## config.mk

```make
export PLATFORM = sky130hd
export DESIGN_NAME = h2r_bridge
export DESIGN_NICKNAME = d
export VERILOG_FILES = /design/src/rtl/h2r_pkg.sv /design/src/rtl/h2r_win.sv /design/src/rtl/h2r_sel.sv /design/src/rtl/h2r_resp.sv /design/src/rtl/h2r_bridge.sv
export SDC_FILE = /design/constraint.sdc
export NUM_CORES = 1
export LEC_CHECK = 0
export BUFFER_PORTS_ARGS = -buffer_cell sky130_fd_sc_hd__buf_2
export CAP_MARGIN = 20
export CORE_MARGIN = 5
export CORE_UTILIZATION = 36
export DETAILED_ROUTE_END_ITERATION = 16
export PLACE_DENSITY_LB_ADDON = 0.05
export SLEW_MARGIN = 25
export SYNTH_ARGS = -nofsm -noshare
export SYNTH_HDL_FRONTEND = slang
export SYNTH_SLANG_ARGS = --single-unit
```

## constraint.sdc

```tcl
create_clock -name clk -period 4.3 [get_ports clk]
set_clock_uncertainty 0.05 [all_clocks]
set_input_delay 0.43 -clock clk [delete_from_list [all_inputs] [get_ports clk]]
set_output_delay 0.43 -clock clk [all_outputs]
set_load 0.05 [all_outputs]
```

## src/rtl/h2r_pkg.sv

```systemverilog
package h2r_pkg;
  typedef enum logic [1:0] {
    PROT_NONE = 2'b00,
    PROT_LOW  = 2'b01,
    PROT_HIGH = 2'b10,
    PROT_ALL  = 2'b11
  } prot_e;

  // True when an access to the given half is refused under the code.
  function automatic logic prot_block(input logic [1:0] code, input logic upper);
    case (prot_e'(code))
      PROT_NONE: prot_block = 1'b0;
      PROT_LOW:  prot_block = ~upper;
      PROT_HIGH: prot_block = upper;
      default:   prot_block = 1'b1;
    endcase
  endfunction
endpackage

```

## src/rtl/h2r_win.sv

```systemverilog
module h2r_win #(
  parameter int HA_W   = 16,
  parameter int WIN_AW = 12,
  parameter int RAM_AW = 11
) (
  input  logic              en,
  input  logic [WIN_AW-5:0] base,
  input  logic [2:0]        size_code,
  input  logic [HA_W-1:0]   addr,
  output logic              hit,
  output logic              upper,
  output logic [RAM_AW-1:0] off
);
  logic [WIN_AW-1:0] mask, half, base_al, a_lo;
  logic              hi_zero;

  always_comb begin
    mask    = ~({WIN_AW{1'b1}} << (int'(size_code) + 4));
    half    = WIN_AW'(1) << (int'(size_code) + 3);
    base_al = {base, 4'b0000} & ~mask;
    a_lo    = addr[WIN_AW-1:0];
    hi_zero = (addr[HA_W-1:WIN_AW] == '0);
    hit     = en & hi_zero & ((a_lo & ~mask) == base_al);
    upper   = |(a_lo & half);
    off     = RAM_AW'(a_lo & mask);
  end
endmodule

```

## src/rtl/h2r_sel.sv

```systemverilog
module h2r_sel
  import h2r_pkg::*;
#(
  parameter int NWIN   = 2,
  parameter int RAM_AW = 11
) (
  input  logic                        clk,
  input  logic                        rst_n,
  input  logic [NWIN-1:0]             hit,
  input  logic [NWIN-1:0]             upper,
  input  logic [NWIN-1:0][RAM_AW-1:0] off,
  input  logic [NWIN-1:0][RAM_AW-1:0] loc,
  input  logic [NWIN-1:0][7:0]        attr,
  input  logic                        accept,
  input  logic                        is_wr,
  input  logic [7:0]                  wdata,
  output logic                        ram_req,
  output logic                        ram_we,
  output logic [RAM_AW-1:0]           ram_addr,
  output logic [7:0]                  ram_wdata,
  output logic                        wr_blk
);
  localparam int SEL_W = (NWIN > 1) ? $clog2(NWIN) : 1;
  logic [SEL_W-1:0] sel;
  logic             any, blk;

  // Lowest-numbered matching window wins.
  always_comb begin
    sel = '0;
    for (int i = NWIN - 1; i >= 0; i--)
      if (hit[i]) sel = SEL_W'(i);
    any = |hit;
    blk = is_wr ? prot_block(attr[sel][5:4], upper[sel])
                : prot_block(attr[sel][7:6], upper[sel]);
    ram_req   = accept & any & ~blk;
    ram_we    = is_wr;
    ram_addr  = off[sel] + loc[sel];
    ram_wdata = wdata;
    wr_blk    = accept & is_wr & any & blk;
  end


  miss_noreq_chk: assert property (@(posedge clk) disable iff (!rst_n)
    (hit == '0) |-> !ram_req);
endmodule

```

## src/rtl/h2r_resp.sv

```systemverilog
module h2r_resp (
  input  logic       clk,
  input  logic       rst_n,
  input  logic       rd_acc,
  input  logic       rd_ram,
  input  logic [7:0] ram_rdata,
  input  logic       r_ready,
  output logic       r_valid,
  output logic [7:0] r_data,
  output logic       busy
);
  logic pend, pend_ram;

  always_ff @(posedge clk) begin
    if (!rst_n) begin
      pend     <= 1'b0;
      pend_ram <= 1'b0;
      r_valid  <= 1'b0;
      r_data   <= 8'hFF;
    end else begin
      if (pend) begin
        r_valid <= 1'b1;
        r_data  <= pend_ram ? ram_rdata : 8'hFF;
      end else if (r_valid && r_ready) begin
        r_valid <= 1'b0;
      end
      pend     <= rd_acc;
      pend_ram <= rd_ram;
    end
  end

  assign busy = pend | r_valid;


  rsp_hold_chk: assert property (@(posedge clk) disable iff (!rst_n)
    (r_valid && !r_ready) |=> (r_valid && $stable(r_data)));

  rsp_origin_chk: assert property (@(posedge clk) disable iff (!rst_n)
    $rose(r_valid) |-> $past(rd_acc, 2));
endmodule

```

## src/rtl/h2r_bridge.sv

```systemverilog
module h2r_bridge #(
  parameter int HA_W     = 16,
  parameter int WIN_AW   = 12,
  parameter int RAM_AW   = 11,
  parameter int RANGE_LO = 'h800,
  parameter int RANGE_HI = 'h9FF
) (
  input  logic              clk,
  input  logic              rst_n,
  input  logic [7:0]        cfg_ctrl,
  input  logic [7:0]        cfg_base0,
  input  logic [7:0]        cfg_base1,
  input  logic [7:0]        cfg_attr0,
  input  logic [7:0]        cfg_attr1,
  input  logic [RAM_AW-1:0] cfg_loc0,
  input  logic [RAM_AW-1:0] cfg_loc1,
  input  logic              h_valid,
  output logic              h_ready,
  input  logic              h_write,
  input  logic [HA_W-1:0]   h_addr,
  input  logic [7:0]        h_wdata,
  output logic              r_valid,
  input  logic              r_ready,
  output logic [7:0]        r_data,
  output logic              ram_req,
  output logic              ram_we,
  output logic [RAM_AW-1:0] ram_addr,
  output logic [7:0]        ram_wdata,
  input  logic [7:0]        ram_rdata,
  output logic              wr_blocked
);
  localparam int NWIN   = 2;
  localparam int BASE_W = WIN_AW - 4;
  localparam int ROUTE_BIT = 4;

  logic [NWIN-1:0][BASE_W-1:0] base;
  logic [NWIN-1:0][7:0]        attr;
  logic [NWIN-1:0][RAM_AW-1:0] loc, off;
  logic [NWIN-1:0]             hit, upper;
  logic in_rng, accept, wr_blk, busy;

  assign base   = {cfg_base1[BASE_W-1:0], cfg_base0[BASE_W-1:0]};
  assign attr   = {cfg_attr1, cfg_attr0};
  assign loc    = {cfg_loc1, cfg_loc0};
  assign in_rng = (int'(h_addr) >= RANGE_LO) && (int'(h_addr) <= RANGE_HI);
  assign h_ready = ~busy;
  assign accept  = h_valid & h_ready;

  for (genvar i = 0; i < NWIN; i++) begin : g_win
    h2r_win #(.HA_W(HA_W), .WIN_AW(WIN_AW), .RAM_AW(RAM_AW)) u_win (
      .en        (cfg_ctrl[i] & cfg_ctrl[ROUTE_BIT] & in_rng),
      .base      (base[i]),
      .size_code (attr[i][2:0]),
      .addr      (h_addr),
      .hit       (hit[i]),
      .upper     (upper[i]),
      .off       (off[i])
    );
  end

  h2r_sel #(.NWIN(NWIN), .RAM_AW(RAM_AW)) u_sel (
    .clk, .rst_n, .hit, .upper, .off, .loc, .attr, .accept,
    .is_wr (h_write), .wdata (h_wdata),
    .ram_req, .ram_we, .ram_addr, .ram_wdata, .wr_blk
  );

  h2r_resp u_resp (
    .clk, .rst_n,
    .rd_acc (accept & ~h_write),
    .rd_ram (ram_req & ~ram_we),
    .ram_rdata, .r_ready, .r_valid, .r_data, .busy
  );

  always_ff @(posedge clk) begin
    if (!rst_n) wr_blocked <= 1'b0;
    else if (wr_blk) wr_blocked <= 1'b1;
  end


  blk_sticky_chk: assert property (@(posedge clk) disable iff (!rst_n)
    wr_blocked |=> wr_blocked);

  req_accept_chk: assert property (@(posedge clk) disable iff (!rst_n)
    ram_req |-> (h_valid && h_ready));

  range_noreq_chk: assert property (@(posedge clk) disable iff (!rst_n)
    (h_valid && ((int'(h_addr) < RANGE_LO) || (int'(h_addr) > RANGE_HI))) |-> !ram_req);
endmodule

```

==> impl_metrics.ini <==
[hold_path]
hold_depth = 3
worstHoldPathType = input pin to flip-flop

[layout]
drive_gt1_frac = 0.559
final_cell_area_um2 = 2530
nNetsFinal = 426
syn_to_final_growth_pct = 55.2
layout_common_cells = buf_2, buf_4, nand2_1
antenna_cells = 0
final_common_cell = buf_2

[status]
outcome = complete, but fails checks
violations = negative setup slack

[routing]
drtAntennaViolNets = 0
met1_length_mm = 1.91
maxUsedRoutingLayer = met4
wl_per_cell_um = 13.2
first_pass_iters = 4
vias = 1810
routed_wl_mm = 4.83
route.met3.wl_um = 345
dr.first_iter.drc_count = 38
drc = 0
vias_per_cell = 4.93
routed-wl-met2_mm = 2.56

[clock_network]
htreeDepth = 1
cts-root-buf = clkbuf_8
postCtsHoldBufs = 0
clock_latency_ns = 0.23
cts_sinks = 12
clockBufferDepth = 2
clk_pin_slew_worst_paths_ns = 0.05
cts_tree = built
cts_buffers = 3

[critical_path]
path_depth = 18
path_delay_family = compound AO/OA/AOI/OAI gates
worstSetupPathType = input pin to primary output
worstPathRequired_ns = 3.82
cp_num_buf_inv = 2
cp-end-kind = primary output
crit_fanout = 3
slowest_stage = fa_2
cp-start-kind = input pin
cp.arrival_ns = 3.83
crit_top_cell = a21o_1
cp_cell_sequence = buf_2 > xor2_1 > a222oi_1 > nand4_1 > a21o_1 > and3_4 > mux2_4 > ha_4 > fa_2 > a21o_1 > a21oi_2 > o21bai_1 > a21oi_2 > o21ai_2 > a21o_1 > a21oi_4 > xnor2_4 > buf_6
crit_path_max_incr_delay_ns = 0.39
ff2ff_path_depth = 4

[global_routing]
grt_antenna_before_repair = 0
grt_pass1_wl_mm = 7.86
grt_pass1_vias = 1846
grt_max_degree = 21
grt-ovfl-total = 0
grtUsageTotal = 0.153

[die]
die_w_um = 77.3
ios = 131
dieArea_um2 = 5970
die-height_um = 77.3
core_um2 = 4380
initial_core_util = 0.372
row_count = 24

[placement]
numPortBuffers = 107
placed_area_um2 = 2360
gp_congestion = 0.808
hpwl_mm = 4.09

[sta]
whs_ns = 0.371
fin_crit_ns = 4.31
final-max-slew-violation-count = 0
layout_worst_path_cycle_share = 1.00
setup_violations = 1
fmax_ghz = 0.232
rsz0062_at_grt = true
tns_ns = -0.0100
finalHoldViolations = 0
tightest_slew_ns = 0.373
slew-limit-headroom = 0.744
worst_slack_ns = -0.0100

[yosys]
syn_avg_cell_area_um2 = 8.40
synth_top_family_by_area = compound AO/OA/AOI/OAI gates
synthesis.nets = 304
synth_area_um2 = 1630
synth_warnings = 0
ys_seq_elements = 12
muxShareOfSynthArea = 0.186
synth_cells = 194
synthAdderAreaFrac = 0.0891
synth_xor_area_frac = 0.134
synth.distinct_cells = 41
yosysSeqAreaShare = 0.147
synth-simple-area-share = 0.160
synth_compound_area_frac = 0.187

[power]
peakVddDrop_mv = 0.129
p_leak_nw = 1.22
powerDensity_nw_per_um2 = 218

[job]
maxCapViolCount = 0
## worst min-delay path: cells and delay by family
family	cells	cell delay, ns
AOI/OAI and AO/OA	1	0.06
buffers and inverters	1	0.08
and+or+nand+nor	1	0.06
## synthesized netlist by cell type
library cell	number	area (µm²)
nor2b_1	5	31.3
a21o_1	6	45.0
o21bai_1	2	15.0
mux2i_1	10	100
nor3_1	2	10.0
xnor2_1	14	123
buf_2	3	15.0
mux4_2	4	90.1
nand2_1	19	71.3
a211o_1	1	8.76
nand3_1	3	15.0
inv_1	2	7.51
a31oi_1	1	6.26
clkbuf_1	7	26.3
nor3b_1	1	7.51
a211oi_2	1	12.5
mux2_2	10	113
nand3b_1	1	7.51
nor4b_1	1	8.76
and2_1	4	25.0
o22ai_1	7	43.8
o311a_1	1	10.0
nor2_1	4	15.0
buf_6	3	33.8
o21a_1	2	15.0
and3_1	3	18.8
o21ai_0	9	45.0
and4b_1	1	10.0
ha_1	10	125
nand4b_1	1	8.76
nand4_1	1	6.26
o211ai_1	1	7.51
a21oi_1	16	80.1
o21ai_1	1	5.00
and3b_1	1	8.76
a222oi_1	1	10.0
xor2_1	11	96.3
fa_1	1	20.0
buf_4	10	75.1
dfxtp_1	12	240
nor4bb_2	1	16.3
## layer usage
layer / global-route usage / up-vias
met4: 0.0344 / 0
met5: 0 / -
met2: 0.279 / 61
met3: 0.0246 / 4
li1: - / 931
met1: 0.187 / 814
## path summary, 6_finish.rpt
check | startpoint | to | slack (ns)
min reg2reg | u_resp.r_data[0] | u_resp.r_data[0] | 0.43
max | h_addr[10] | ram_addr[10] | -0.01
max reg2reg | u_resp.pend | u_resp.pend_ram | 3.00
min | ram_rdata[7] | u_resp.r_data[7] | 0.37
## sequential cells by signal, indices dropped and copies added, names as in the netlist
signal and count:
u_resp.r_data 8, u_resp.pend 1, u_resp.pend_ram 1, u_resp.r_valid 1, wr_blocked 1
## cell type report
| class | count | area (µm²) |
|---|---|---|
| well taps | 52 | 65.1 |
| clock buffers | 4 | 55.1 |
| fillers | 430 | 1860 |
| multi-input cells | 157 | 1350 |
| inverters | 2 | 7.51 |
| repair buffers | 140 | 811 |
| flip-flops and latches | 12 | 240 |
## power by group
group	internal, W	leakage (nW)	total (W)	switching (W)
registers	0.000112	0.0972	0.000113	0.00000127
logic	0.000141	1.09	0.000320	0.000179
clock network	0.0000806	0.0288	0.000119	0.0000382
## logic make-up (layout without fill, tap and decap cells)
kind of cell / after synthesis / count (layout)
AND/OR/NAND/NOR: 48 / 48
multiplexers: 24 / 24
AO/OA/AOI/OAI: 49 / 49
adder cells (fa/ha/maj): 11 / 11
XOR/XNOR: 25 / 25
buffers and inverters: 25 / 146
flip-flops: 12 / 12
## metrics by stage
stage                util  setup slack (ns)  power [W]  instances
floorplan               -            -0.137   0.000334        194
global placement    0.539            -0.338   0.000416        360
detailed placement  0.539            -0.364   0.000416        360
CTS                 0.561           -0.0248   0.000548        365
global route        0.577            -0.173   0.000587        367
finish              0.577           -0.0100   0.000552        367
## what timing repair did
| action | in CTS | in global routing |
|---|---|---|
| setup buffers | 1 | 2 |
| resized for setup | 11 | 11 |
| pin swaps | 7 | 14 |
| setup endpoints to repair | 3 | 4 |
Power figures use the tool's default switching activity.
